### config.mk
export PLATFORM = sky130hd
export DESIGN_NAME = pseq_engine
export DESIGN_NICKNAME = d
export VERILOG_FILES = /design/src/rtl/pseq_pkg.sv /design/src/rtl/pseq_sync.sv /design/src/rtl/pseq_cfg_ram.sv /design/src/rtl/pseq_cond.sv /design/src/rtl/pseq_engine.sv
export SDC_FILE = /design/constraint.sdc
export NUM_CORES = 1
export LEC_CHECK = 0
export ABC_AREA = 0
export BUFFER_PORTS_ARGS = -buffer_cell sky130_fd_sc_hd__buf_4
export CORE_ASPECT_RATIO = 0.9
export CORE_MARGIN = 3
export CORE_UTILIZATION = 40
export CTS_CLUSTER_DIAMETER = 150
export DETAILED_ROUTE_END_ITERATION = 12
export PLACE_DENSITY = 0.62
export SETUP_SLACK_MARGIN = 0.2
export SYNTH_ARGS = -nofsm -noshare
export SYNTH_HDL_FRONTEND = slang
export SYNTH_SLANG_ARGS = --single-unit
### constraint.sdc
create_clock -name clk -period 4.8 [get_ports clk]
set_input_delay 0.48 -clock clk [delete_from_list [all_inputs] [get_ports clk]]
set_output_delay 0.48 -clock clk [all_outputs]
set_load 0.01 [all_outputs]
### src/rtl/pseq_pkg.sv
package pseq_pkg;

    // Cause codes placed in byte 3 of a fault record.
    typedef enum logic [7:0] {
        CAUSE_NONE = 8'd0,
        CAUSE_PRI  = 8'd1,
        CAUSE_ALT  = 8'd2
    } cause_e;

    localparam int REC_BYTES = 8;
    localparam int REC_W     = REC_BYTES * 8;

    // Zero-extend or truncate a value into one record byte.
    function automatic logic [7:0] to_byte(input logic [31:0] v);
        return v[7:0];
    endfunction

endpackage

### src/rtl/pseq_sync.sv
module pseq_sync #(
    parameter int W = 8
) (
    input  logic         clk,
    input  logic         rst_n,
    input  logic [W-1:0] async_in,
    output logic [W-1:0] sync_out
);

    typedef struct packed {
        logic [W-1:0] s1;
        logic [W-1:0] s2;
    } sync_t;

    sync_t st_d, st_q;

    always_comb begin
        st_d    = st_q;
        st_d.s1 = async_in;
        st_d.s2 = st_q.s1;
    end

    always_ff @(posedge clk or negedge rst_n) begin
        if (!rst_n) st_q <= '0;
        else        st_q <= st_d;
    end

    assign sync_out = st_q.s2;

endmodule

### src/rtl/pseq_cfg_ram.sv
module pseq_cfg_ram #(
    parameter int N_ST = 16,
    parameter int EW   = 50,
    parameter int SW   = 4
) (
    input  logic          clk,
    input  logic          rst_n,
    input  logic          wr_en,
    input  logic [SW-1:0] wr_addr,
    input  logic [EW-1:0] wr_data,
    input  logic [SW-1:0] rd_addr_a,
    output logic [EW-1:0] rd_data_a,
    input  logic [SW-1:0] rd_addr_b,
    output logic [EW-1:0] rd_data_b
);

    logic [EW-1:0] mem_d [N_ST];
    logic [EW-1:0] mem_q [N_ST];

    always_comb begin
        for (int i = 0; i < N_ST; i++) begin
            mem_d[i] = mem_q[i];
        end
        if (wr_en && (int'(wr_addr) < N_ST)) begin
            mem_d[wr_addr] = wr_data;
        end
    end

    always_ff @(posedge clk or negedge rst_n) begin
        if (!rst_n) begin
            for (int i = 0; i < N_ST; i++) mem_q[i] <= '0;
        end else begin
            for (int i = 0; i < N_ST; i++) mem_q[i] <= mem_d[i];
        end
    end

    // Out-of-range reads return an all-zero entry, which is inert.
    always_comb begin
        rd_data_a = '0;
        rd_data_b = '0;
        if (int'(rd_addr_a) < N_ST) rd_data_a = mem_q[rd_addr_a];
        if (int'(rd_addr_b) < N_ST) rd_data_b = mem_q[rd_addr_b];
    end

endmodule

### src/rtl/pseq_cond.sv
module pseq_cond #(
    parameter int N_IN  = 8,
    parameter int N_OUT = 8,
    parameter int SW    = 4,
    parameter int EW    = N_OUT + 4 * N_IN + 2 * SW + 2
) (
    input  logic [EW-1:0]    entry,
    input  logic [N_IN-1:0]  in_vec,
    output logic             pri_hit,
    output logic             alt_hit,
    output logic [SW-1:0]    pri_next,
    output logic [SW-1:0]    alt_next
);

    localparam int O_PM = N_OUT;
    localparam int O_PV = O_PM + N_IN;
    localparam int O_AM = O_PV + N_IN;
    localparam int O_AV = O_AM + N_IN;
    localparam int O_PN = O_AV + N_IN;
    localparam int O_AN = O_PN + SW;
    localparam int O_PE = O_AN + SW;
    localparam int O_AE = O_PE + 1;

    logic [N_IN-1:0] pm, pv, am, av;
    logic            pe, ae;

    always_comb begin
        pm       = entry[O_PM +: N_IN];
        pv       = entry[O_PV +: N_IN];
        am       = entry[O_AM +: N_IN];
        av       = entry[O_AV +: N_IN];
        pri_next = entry[O_PN +: SW];
        alt_next = entry[O_AN +: SW];
        pe       = entry[O_PE];
        ae       = entry[O_AE];
        pri_hit  = pe && (((in_vec ^ pv) & pm) == '0);
        alt_hit  = ae && (((in_vec ^ av) & am) == '0);
    end

endmodule

### src/rtl/pseq_engine.sv
module pseq_engine #(
    parameter int N_ST  = 16,
    parameter int N_OUT = 8,
    parameter int N_SUP = 4,
    parameter int N_GPI = 4,
    localparam int N_IN = N_SUP + N_GPI,
    localparam int SW   = $clog2(N_ST),
    localparam int EW   = N_OUT + 4 * N_IN + 2 * SW + 2
) (
    input  logic              clk,
    input  logic              rst_n,
    input  logic              cfg_we,
    input  logic [SW-1:0]     cfg_addr,
    input  logic [EW-1:0]     cfg_wdata,
    input  logic              cfg_done,
    input  logic              bb_en,
    input  logic [SW-1:0]     bb_state,
    input  logic [N_SUP-1:0]  sup_ok,
    input  logic [N_GPI-1:0]  gpi,
    output logic [N_OUT-1:0]  pwr_en,
    output logic [SW-1:0]     cur_state,
    output logic              rec_valid,
    output logic [63:0]       rec_data
);
    import pseq_pkg::*;

    typedef struct packed {
        logic [SW-1:0]    state;
        logic [N_OUT-1:0] en;
        logic             rec_valid;
        logic [REC_W-1:0] rec_data;
    } eng_t;

    eng_t st_d, st_q;

    logic [N_IN-1:0] in_sync;
    logic [EW-1:0]   cur_entry;
    logic [EW-1:0]   nxt_entry;
    logic            pri_hit, alt_hit;
    logic [SW-1:0]   pri_nxt, alt_nxt;
    logic [SW-1:0]   nxt_state;
    logic            moving;
    cause_e          cause;

    // Input synchronizer: supply flags in the low bits, digital inputs above.
    pseq_sync #(.W(N_IN)) u_sync (
        .clk      (clk),
        .rst_n    (rst_n),
        .async_in ({gpi, sup_ok}),
        .sync_out (in_sync)
    );

    pseq_cfg_ram #(.N_ST(N_ST), .EW(EW), .SW(SW)) u_ram (
        .clk       (clk),
        .rst_n     (rst_n),
        .wr_en     (cfg_we),
        .wr_addr   (cfg_addr),
        .wr_data   (cfg_wdata),
        .rd_addr_a (st_q.state),
        .rd_data_a (cur_entry),
        .rd_addr_b (nxt_state),
        .rd_data_b (nxt_entry)
    );

    pseq_cond #(.N_IN(N_IN), .N_OUT(N_OUT), .SW(SW), .EW(EW)) u_cond (
        .entry    (cur_entry),
        .in_vec   (in_sync),
        .pri_hit  (pri_hit),
        .alt_hit  (alt_hit),
        .pri_next (pri_nxt),
        .alt_next (alt_nxt)
    );

    // Transition selection: the primary guard has priority.
    always_comb begin
        nxt_state = st_q.state;
        moving    = 1'b0;
        cause     = CAUSE_NONE;
        if (!cfg_done) begin
            nxt_state = '0;
        end else if (pri_hit) begin
            nxt_state = pri_nxt;
            moving    = 1'b1;
            cause     = CAUSE_PRI;
        end else if (alt_hit) begin
            nxt_state = alt_nxt;
            moving    = 1'b1;
            cause     = CAUSE_ALT;
        end
    end

    always_comb begin
        st_d           = st_q;
        st_d.state     = nxt_state;
        st_d.en        = cfg_done ? nxt_entry[N_OUT-1:0] : '0;
        st_d.rec_valid = 1'b0;
        if (cfg_done && bb_en && moving &&
            (nxt_state == bb_state) && (st_q.state != bb_state)) begin
            st_d.rec_valid = 1'b1;
            st_d.rec_data  = {32'h0,
                              8'(cause),
                              to_byte(32'(st_q.en)),
                              to_byte(32'(in_sync)),
                              to_byte(32'(st_q.state))};
        end
    end

    always_ff @(posedge clk or negedge rst_n) begin
        if (!rst_n) st_q <= '0;
        else        st_q <= st_d;
    end

    assign pwr_en    = st_q.en;
    assign cur_state = st_q.state;
    assign rec_valid = st_q.rec_valid;
    assign rec_data  = st_q.rec_data;

    // an unarmed engine sits in state 0 with all enables low.
    p_unarmed_idle_r2: assert property (@(posedge clk) disable iff (!rst_n)
        !cfg_done |=> (cur_state == '0) && (pwr_en == '0));

    // the primary guard wins.
    p_primary_wins_r7: assert property (@(posedge clk) disable iff (!rst_n)
        (cfg_done && pri_hit) |=> (cur_state == $past(pri_nxt)));

    // the alternate target is taken when only its guard holds.
    p_alternate_taken_r6: assert property (@(posedge clk) disable iff (!rst_n)
        (cfg_done && !pri_hit && alt_hit) |=> (cur_state == $past(alt_nxt)));

    // with no guard true, the state holds.
    p_hold_state_r8: assert property (@(posedge clk) disable iff (!rst_n)
        (cfg_done && !pri_hit && !alt_hit) |=> $stable(cur_state));

    // the record strobe lasts a single cycle.
    p_record_pulse_r9: assert property (@(posedge clk) disable iff (!rst_n)
        rec_valid |=> !rec_valid);

    // the strobe coincides with arrival in the black-box state.
    p_record_in_bb_r9: assert property (@(posedge clk) disable iff (!rst_n)
        $rose(rec_valid) |-> (cur_state == $past(bb_state)) &&
                             (rec_data[7:0] != 8'(cur_state)));

endmodule

==> summary.md, run 1 <==
| Metric | Value |
|---|---|
| Main synth FF type | dfrtp_1 |
| R2r worst-path depth | 14 |
| Via count | ~22000 |
| Relative slew slack | 0.291 |
| Vias in the first global route | 24300 |
| Share of cells above drive strength 1 | 0.521 |
| Worst r2r src | cur_state[0] |
| Met1 usage | 0.286 |
| DRT Wirelength | 102 mm |
| I/O pins | 148 |
| Worst Path Max Fanout | 13 |
| Core Area | 96600 um^2 |
| Global placement routability congestion | 0.780 |
| Hold path depth | 2 |
| CP Capture Type | flop |
| Syn Inst Count | approximately 2500 |
| Antenna Nets Post-Route | 0 |
| Horiz. Die Dim | 335 um |
| CTS Sinks | between 800 and 900 |
| Final Max Tran Viols | 0 |
| Final worst hold slack | roughly 210 ps |
| Register area share after synthesis | 0.546 |
| Post-synth EDFFs | 0 |
| Placed Area | 41400 um^2 |
| Max Cap Viol | 0 |
| Asr flop ratio synth | 1.00 |
| Skew-Pair Late Insertion Delay | 640 ps |
| Gr busiest metal | met2 |
| Tot GR Track Use | 0.202 |
| CTS tree | yes |
| Slew at the pin with the worst max-slew slack | about 1100 ps |
| # port buffers | 105 |
| RSZ-0062 raised after global routing | no |
| Die area | 101000 um^2 |
| CTS Buf Count | 88 |
| Initial antenna violation count | 4 |
| DR pass1 iterations | 5 |
| DR iter-0 viols | 1535 |
| Initial Util | 0.404 |
| Period utilization | 0.924 |
| Post-synthesis cell area | 39000 um^2 |
| Total grt overflow | 0 |
| Fill count | 8315 |
| Largest net degree at the start of global routing | 154 |
| First-pass GRT wire length | 155 mm |
| Root Driver | clkbuf_16 |
| Std cell rows | around 110 |
| Final design utilization | 0.462 |
| Placed cells | 3749 |
| Mapped Avg Cell Area | 15.6 um^2 |
| Setup TNS | 0 ps |
| Final non-filler cell total | about 3900 |
| Endpoints failing hold | 0 |
| Die Y | 302 um |
| Worst-path clk slew | 70 ps |
| Flops & latches, synth | about 850 |
| Synth-to-Final Area Change | 14.5% |
| Status | finished, final reports clean |
| WHS Endpoint | u_ram.mem_q[384] |
| YS warnings | 0 |
| Skew final | approximately 25 ps |
| Setup violators final | 0 |
| Fmax achieved | 0.226 GHz |
| Power Density | about 550 nW/um^2 |
| Tmin final | approximately 4400 ps |
| Met2 Track Usage GR | 0.325 |
| Post-synth top area share | 0.546 |
| Detailed placement HPWL | 62.0 mm |
| R2r setup slk | between 300 and 400 ps |
| DRC viols | 0 |
| Post-synth cell types | 65 |
| Grt met3 use | 0.0402 |
| Clock tree buffer depth | 3 |
| Avg WL per Cell | ~26 um |
| Setup CP Type | flop to flop |
| Required time worst endpoint | approximately 5300 ps |
| Nets | around 2700 |
| Vias per inst | 5.68 |
| Post-layout instance area | roughly 45000 um^2 |
| Leakage power | around 19 nW |
| Synth area leader | dfrtp_1 |
| H-tree Lvls | 3 |
| HP Start | cfg_wdata[34] |
| Startpoint types | flop |
| R2R Path End | rec_data[11] |
| IR drop worst, VDD | 0.342 mV |
| Top post-synthesis cells by area | dfrtp_1, mux2_2, mux4_2, mux2i_1, clkbuf_1 |
| HP Class | primary input to flop |
| Worst Path Arrival | 4960 ps |
-- cell type report --
cell class	instances	area (um^2)	share of cell area
flip-flops and latches	851	21300	0.477
multi-input cells	1419	16600	0.371
clock buffers	124	2550	0.0571
repair buffers	222	2220	0.0498
well taps	1265	1580	0.0354
clock inverters	36	410	0.00919
inverters	6	25.0	0.000560
diodes	4	10.0	0.000224
-- critical path: stages, from the launching register on --
cell,delay [ps]
dfrtp_4,470
buf_12,130
buf_12,190
mux4_1,580
mux2i_1,190
mux2i_1,200
xor2_1,230
and2_0,220
or3_1,430
nor2_1,330
o2111ai_1,270
nor3_1,340
o2111ai_4,160
buf_4,240
mux2_4,310
-- sequential cells by signal (all words and copies together), names as in the netlist --
name             count
u_sync.sync_out      8
cur_state            4
rec_valid            1
pwr_en               8
u_sync.st_d          8
u_ram.mem_q        800
rec_data            22
-- worst max-delay path by stage --
stage,cells past startpoint,start,end,slack (ps)
global placement,15,cur_state[0],pwr_en[2],270
global route,15,cur_state[0],pwr_en[2],200
CTS,16,cur_state[0],pwr_en[2],260
floorplan,16,cur_state[2],pwr_en[4],830
finish,14,cur_state[0],rec_data[11],370
detailed placement,15,cur_state[0],pwr_en[2],160
-- where the power goes --
| part | internal (W) | switching, W |
|---|---|---|
| Clock | 0.00414 | 0.00286 |
| Sequential | 0.00884 | 0.000962 |
| Combinational | 0.00419 | 0.00361 |
| Total | 0.0172 | 0.00744 |
-- logic make-up (layout without fill, tap and decap cells) --
kind of cell / Yosys count / after routing / synth area share
other: 1 / 46 / 0.0000961
xor gates and xnor gates: 33 / 33 / 0.00779
and+or+nand+nor: 116 / 116 / 0.0166
muxes: 1104 / 1104 / 0.367
DFF: 851 / 851 / 0.546
buffers and inverters: 268 / 388 / 0.0385
AOI/OAI and AO/OA: 124 / 124 / 0.0243
-- per-layer routing --
metal	part of all wire	up-vias
met3	0.053	121
li1	-	9408
met5	0.00014	-
met4	0.016	4
met1	0.45	12200
met2	0.48	557
-- what timing repair did --
action | in CTS | in global routing
cloned | 0 | 1
gates resized for setup | 1 | 14
pin swaps | 1 | 1
buffers inserted | 3 | 1
hold endpoints to repair | 74 | 0
hold buffers | 9 | 0
setup endpoints to repair | 2 | 7
-- synth_stat cells (4+ instances only) --
cell type	instances
o22a_1	9
mux4_2	148
mux2_4	20
xor2_1	21
buf_1	24
nand3_1	37
buf_4	58
a22oi_1	9
nand2b_1	8
a21oi_1	5
inv_1	4
and3_1	5
o21ai_0	32
and2_1	6
nor2_1	17
mux2i_1	102
a2bb2oi_1	8
a2111oi_0	28
or3_1	9
nor3_1	5
buf_2	25
nand2_1	5
o22ai_1	7
xnor2_1	10
buf_12	9
buf_6	10
dfrtp_1	851
clkbuf_1	133
mux4_4	5
nor4_1	7
mux4_1	14
nand4_1	4
mux2_2	815
-- layout by cell type (no fill, tap or decap), types with 5 or more instances in the layout --
cell	instances
mux4_1	14
nor4_1	7
o22ai_1	7
and2_1	6
xor2_1	21
clkbuf_1	19
clkinv_2	21
nor2_4	10
mux4_4	5
nor2_1	6
conb_1	42
o22a_1	8
a2111oi_0	28
xnor2_1	10
or3_1	7
buf_12	36
nand3_1	37
clkbuf_16	93
and3_1	5
bufinv_16	8
dfrtp_1	848
clkbuf_8	13
a22oi_1	9
mux2_4	20
nor3_1	5
nand2b_1	5
dlygate4sd3_1	9
o21ai_0	32
a2bb2oi_1	8
a21oi_1	5
mux2i_1	100
buf_4	170
mux2_2	815
mux4_2	148
-- through the flow --
| step | setup WS (ps) | total power [W] |
|---|---|---|
| finish | 366 | 0.0246 |
| global placement | 273 | 0.0173 |
| floorplan | 834 | 0.0150 |
| detailed placement | 162 | 0.0176 |
| global route | 201 | 0.0258 |
| CTS | 255 | 0.0247 |
Power figures use the tool's default switching activity.
==> run 2: changes to the inputs <==
Settings changed: CTS_CLUSTER_DIAMETER 150 to default, RECOVER_POWER from default to 100.
==> run 2 against run 1 <==
Net effect:
- the flow now finishes with violations (max-capacitance violations, max-slew violations)
- worst hold slack worse by 0.97 ps
- combinational power is 1% lower
- non-clock buffer count stayed put
- die area stayed put
- clock skew is 1.0 ps higher
- sequential power hardly changed
- clock-buffer cell count stayed put
- design area is 1.1% lower
- power is 0.47% lower
- via count hardly changed
==> summary.md, run 2 (same netlist as run 1, synthesis figures left out) <==
| Metric | Value |
|---|---|
| Status | complete, but fails checks |
| Failing checks | max-capacitance violations, max-slew violations |
| Commonest non-fill, non-tap cells in the layout | dfrtp_1, mux2_2, mux4_2, buf_4, mux2i_1 |
| Initial antenna violation count | 5 (+1) |
| RSZ-0062 raised after global routing | no |
| Most common cell after layout, fill and taps aside | dfrtp_1 |
| Die area | 101000 um^2 (unchanged) |
| Worst Path Max Fanout | 24 (+11) |
| Period utilization | 0.929 (+0.00514) |
| Via count | 22300 (-0.072%) |
| CTS Sinks | 851 (unchanged) |
| Core Area | 96600 um^2 (unchanged) |
| Required time worst endpoint | 5310 ps (about the same) |
| Setup TNS | 0 ps (unchanged) |
| Synth-to-Final Area Change | 13.2% |
| CP Capture Type | flop |
| Leakage power | 18.4 nW (-1.8%) |
| # port buffers | 105 (unchanged) |
| Final Max Tran Viols | 1298 (+1298) |
| Avg WL per Cell | 26.0 um (about the same) |
| Nets | 2659 (unchanged) |
| Die Y | 302 um (unchanged) |
| DRC viols | 0 (unchanged) |
| Horiz. Die Dim | 335 um (unchanged) |
| First-pass GRT wire length | 155 mm (unchanged) |
| Fmax achieved | 0.224 GHz (-0.55%) |
| Clock tree buffer depth | 3 (unchanged) |
| Slew at the pin with the worst max-slew slack | 3390 ps (+2330 ps) |
| Root Driver | clkbuf_16 |
| Relative slew slack | -1.26 (-1.55) |
| CTS Buf Count | 88 (unchanged) |
| H-tree Lvls | 3 (unchanged) |
| Share of cells above drive strength 1 | 0.490 (-0.0305) |
| Setup violators final | 0 (unchanged) |
| Final worst hold slack | 206 ps (-0.969 ps) |
| Vias in the first global route | 24300 (unchanged) |
| DRT Wirelength | 102 mm (-0.12%) |
| Total grt overflow | 0 (unchanged) |
| Tot GR Track Use | 0.202 (unchanged) |
| Max FFs per register | 800 (unchanged) |
| Global placement routability congestion | 0.780 (unchanged) |
| Largest net degree at the start of global routing | 154 (unchanged) |
| HP Class | primary input to flop |
| Worst-path clk slew | 60 ps (about the same) |
| Initial Util | 0.404 (unchanged) |
| Skew-Pair Late Insertion Delay | 640 ps (about the same) |
| IR drop worst, VDD | 0.341 mV (-0.33%) |
| Tmin final | 4460 ps (+24.7 ps) |
| Startpoint types | flop |
| Power Density | 554 nW/um^2 (+0.62%) |
| DR pass1 iterations | 5 (unchanged) |
| Skew final | 26.5 ps (+1.01 ps) |
| Setup CP Type | flop to flop |
| Std cell rows | 108 (unchanged) |
| Endpoints failing hold | 0 (unchanged) |
| CTS tree | yes |
| Placed cells | 3749 (unchanged) |
| Max Cap Viol | 31 (+31) |
| Worst Path Arrival | 4970 ps (about the same) |
| Antenna Nets Post-Route | 0 (unchanged) |
| I/O pins | 148 (unchanged) |
| Final non-filler cell total | 3926 (-0.025%) |
| Biggest register | u_ram.mem_q |
| Detailed placement HPWL | 62.0 mm (unchanged) |
| Vias per inst | 5.68 (about the same) |
| DR iter-0 viols | 1479 (-3.6%) |
[run 2: changes by cell type in the layout (fill, tap and decap cells not counted), moves of 3 or more]
cell / before / now
buf_4: 170 / 106
clkbuf_1: 19 / 73
mux2_1: 0 / 12
mux2_4: 20 / 8
clkbuf_4: 0 / 10
buf_12: 36 / 28
clkbuf_2: 0 / 8
nor2_1: 6 / 12
nor2_4: 10 / 4
nand2b_1: 5 / 8
nand2b_4: 3 / 0
[run 2: stage by stage]
stage               total power [W]  setup slack, ps   util  instance area [um^2]
floorplan                    0.0150              834      -                 39200
global placement             0.0173              273  0.429                 41400
detailed placement           0.0176              162  0.429                 41400
CTS                          0.0247              255  0.461                 44500
global route                 0.0257              112  0.457                 44200
finish                       0.0245              342  0.457                 44200
[run 2: path summary, 6_finish.rpt]
path / from / end / slack (ps) / cells after the start
hold / removal: cfg_wdata[34] / u_ram.mem_q[384] / 210 / 2
max in group asynchronous: rst_n / rec_data[3] / 1070 / 3
min in group asynchronous: rst_n / u_ram.mem_q[746] / 420 / 2
setup / recovery: cur_state[0] / pwr_en[2] / 340 / 18
setup reg to reg: cur_state[0] / pwr_en[2] / 340 / 18
hold reg to reg: u_sync.st_d[3] / u_sync.sync_out[3] / 350 / 0
[run 2: metal layers]
metal,track usage,part of all wire
met1,0.286,0.46
met2,0.325,0.48
met3,0.0402,0.052
met4,0.0401,0.016
met5,0,0.00014
[run 2: power breakdown]
part,switching (W),internal [W]
Clock,0.00287,0.00414
Combinational,0.00360,0.00409
Sequential,0.000957,0.00884
Total,0.00742,0.0171
[run 2: area by class of cell]
cell class | instances | area, um^2
diodes | 3 | 7.51
clock buffers | 124 | 2550
clock inverters | 36 | 410
fillers | 8386 | 52400
inverters | 6 | 25.0
multi-input cells | 1419 | 16400
flip-flops and latches | 851 | 21300
well taps | 1265 | 1580
repair buffers | 222 | 1900
[run 2: critical path, stage by stage, from the launching register on]
cell	delay (ps)
dfrtp_4	470
buf_12	140
buf_12	230
buf_12	220
mux4_2	510
mux2i_1	190
o211ai_1	190
nor4_2	360
buf_4	210
o21a_2	200
buf_4	130
and2_0	190
o311ai_4	120
inv_4	110
buf_12	160
a2111oi_0	80
nor4_1	530
buf_4	200
nand3_1	70
[run 2: what timing repair did]
action | CTS | global route
buffers inserted | 3 | 1
gates cloned | 0 | 1
pin swaps | 1 | 1
setup endpoints to repair | 2 | 7
hold endpoints to repair | 74 | 0
gates resized for setup | 1 | 14
hold buffers | 9 | 0
==> run 3: changes to the inputs <==
Settings changed: CELL_PAD_IN_SITES_DETAIL_PLACEMENT from default to 2, CELL_PAD_IN_SITES_GLOBAL_PLACEMENT from default to 2, HOLD_SLACK_MARGIN from default to 0.15, PLACE_DENSITY 0.62 to 0.77.
==> run 3 against run 2 <==
Net effect:
- clock power increased by 1%
- worst hold slack lost 18 ps
- die area is the same
- largest power group unchanged
- setup slack lost 220 ps
- sequential share of layout area fell by 0.47 points
- utilization rose by 0.45 points
- non-clock buffer count increased by 12
- design area is 0.98% higher
- global-route usage increased by 3.6 points
- the flow still finishes with violations (max-capacitance violations, max-slew violations)
==> summary.md, run 3 (same netlist as run 1, synthesis figures left out) <==
| Metric | Value |
|---|---|
| Max FFs per register | 800 (unchanged) |
| Power Density | 572 nW/um^2 (+3.2%) |
| Vias in the first global route | 26300 (+8.5%) |
| Post-layout instance area | 44600 um^2 (+0.98%) |
| Final worst hold slack | 187 ps (-18.3 ps) |
| Vias per inst | 5.79 (+2.0%) |
| Share of cells above drive strength 1 | 0.494 (+0.00398) |
| Critical path cell sequence | buf_4, buf_16, mux4_2, mux2i_2, o2111ai_1, o22ai_1, buf_4, a22o_1, o221ai_4, nor3b_4, o2111ai_4, clkbuf_16, mux2_2 |
| Total grt overflow | 0 (unchanged) |
| CTS Buf Count | 92 (+4.5%) |
| Grt met3 use | 0.0411 (+0.000897) |
| Commonest non-fill, non-tap cells in the layout | dfrtp_1, mux2_2, mux4_2, buf_4, clkbuf_16 |
| Placed cells | 3731 (-0.48%) |
| DR pass1 iterations | 6 (+1) |
| HP Class | primary input to flop |
| Via count | 22800 (+2.4%) |
| Clock tree buffer depth | 3 (unchanged) |
| Initial Util | 0.404 (unchanged) |
| Die Y | 302 um (unchanged) |
| Hold path depth | 2 (unchanged) |
| RSZ-0062 raised after global routing | no |
| IR drop worst, VDD | 0.371 mV (+8.8%) |
| Fill count | 8863 (+5.7%) |
| Detailed placement HPWL | 69.1 mm (+11%) |
| Tmin final | 4670 ps (+216 ps) |
| HP Start | cfg_wdata[41] |
| Gr busiest metal | met2 |
| Core Area | 96600 um^2 (unchanged) |
| Failing checks | max-capacitance violations, max-slew violations |
| CTS tree | yes |
| Root Driver | clkbuf_16 |
| Max Cap Viol | 21 (-32%) |
| Most frequent CP cell | buf_4 |
| Met2 Track Usage GR | 0.408 (+0.0838) |
| Fmax achieved | 0.214 GHz (-4.6%) |
| # port buffers | 105 (unchanged) |
| DR iter-0 viols | 1408 (-4.8%) |
| Endpoints failing hold | 0 (unchanged) |
| Setup TNS | 0 ps (unchanged) |
| Crit path launch | cur_state[0] |
| DRC viols | 0 (unchanged) |
| R2R Path End | rec_data[25] |
| Leakage power | 18.7 nW (+1.2%) |
| Setup CP Type | flop to flop |
| Nets | 2675 (+0.60%) |
| CP Capture Type | flop |
| Worst Path Arrival | 5210 ps (+240 ps) |
| Status | complete, but fails checks |
| Skew-Pair Late Insertion Delay | 660 ps (+20 ps) |
| Slew at the pin with the worst max-slew slack | 4070 ps (+683 ps) |
| Relative slew slack | -1.72 (-0.455) |
| Synth-to-Final Area Change | 14.3% |
| R2r worst-path depth | 13 (-5) |
| Met1 usage | 0.310 (+0.0236) |
| Std cell rows | 108 (unchanged) |
| Placed Area | 41300 um^2 (-0.36%) |
| Avg WL per Cell | 31.3 um (+20%) |
| Most common cell after layout, fill and taps aside | dfrtp_1 |
| Worst-path clk slew | 60 ps (about the same) |
| Worst Path Max Fanout | 26 (+8.3%) |
| Max incr delay on CP | 570 ps (+40 ps) |
| I/O pins | 148 (unchanged) |
| Setup violators final | 0 (unchanged) |
| Horiz. Die Dim | 335 um (unchanged) |
| Setup crit end | rec_data[25] |
| Period utilization | 0.974 (+0.0450) |
| First-pass GRT wire length | 180 mm (+16%) |
| Startpoint types | flop |
| Worst r2r src | cur_state[0] |
| Initial antenna violation count | 9 (+4) |
| CTS Sinks | 851 (unchanged) |
| Required time worst endpoint | 5330 ps (+20 ps) |
| FF+latch area | 21300 um^2 (unchanged) |
| Multi-input logic area | 16600 um^2 (+1.0%) |
| Final Max Tran Viols | 664 (-49%) |
| Final non-filler cell total | 3941 (+0.38%) |
| Biggest register | u_ram.mem_q |
| Skew final | 26.0 ps (-0.504 ps) |
| Tot GR Track Use | 0.238 (+0.0365) |
| Final design utilization | 0.462 (+0.00449) |
| Largest net degree at the start of global routing | 129 (-16%) |
| Antenna Nets Post-Route | 0 (unchanged) |
| R2r setup slk | 130 ps (-220 ps) |
| Global placement routability congestion | 0.765 (-2.0%) |
| H-tree Lvls | 3 (unchanged) |
| Die area | 101000 um^2 (unchanged) |
| DRT Wirelength | 123 mm (+20%) |
| CP max stage cell | mux4_2 |
-- run 3: how the worst min path moves through the flow --
stage	slack [ps]	end
2_1_floorplan	180	cur_state[0]
3_3_place_gp	340	u_sync.sync_out[6]
3_5_place_dp	340	u_sync.sync_out[3]
4_1_cts	160	u_ram.mem_q[264]
5_1_grt	180	u_ram.mem_q[785]
6_report	190	u_ram.mem_q[541]
-- run 3: worst max-delay path, delay by kind of cell (launching register included) --
family,cells,cell delay (ps)
multiplexers,3,1260
buffers and inverters,4,970
AO/OA/AOI/OAI,5,1580
AND/OR/NAND/NOR,1,190
flip-flops,1,510
-- run 3: routing by layer --
layer / wire (um) / up-vias
met2: 61800 / 552
met5: 64 / -
li1: - / 9417
met1: 52300 / 12600
met3: 5540 / 205
met4: 3520 / 8
-- run 3: cell type report --
class                   count  share of cell area
flip-flops and latches    851               0.477
inverters                   6            0.000561
well taps                1265              0.0355
multi-input cells        1419               0.371
repair buffers            234              0.0485
clock inverters            21             0.00550
diodes                      5            0.000280
clock buffers             140              0.0608
-- run 3: power breakdown --
| group | total (W) | switching [W] | internal (W) |
|---|---|---|---|
| logic | 0.00850 | 0.00416 | 0.00434 |
| registers | 0.00994 | 0.00109 | 0.00885 |
| clock network | 0.00709 | 0.00299 | 0.00410 |
-- run 3: per-stage QoR --
| step | total power, W | setup slack [ps] |
|---|---|---|
| 2_1_floorplan | 0.0150 | 834 |
| 4_1_cts | 0.0253 | 206 |
| 3_5_place_dp | 0.0178 | 79.9 |
| 6_report | 0.0255 | 126 |
| 3_3_place_gp | 0.0172 | 160 |
| 5_1_grt | 0.0267 | 20.1 |
-- run 3: repair_timing --
item | 4_1_cts | 5_1_grt
hold endpoints to repair | 112 | 0
pin swaps | 2 | 5
setup buffers | 5 | 19
gates resized for setup | 15 | 34
hold buffers | 11 | 0
cloned | 5 | 4
endpoints found under the setup margin | 30 | 30
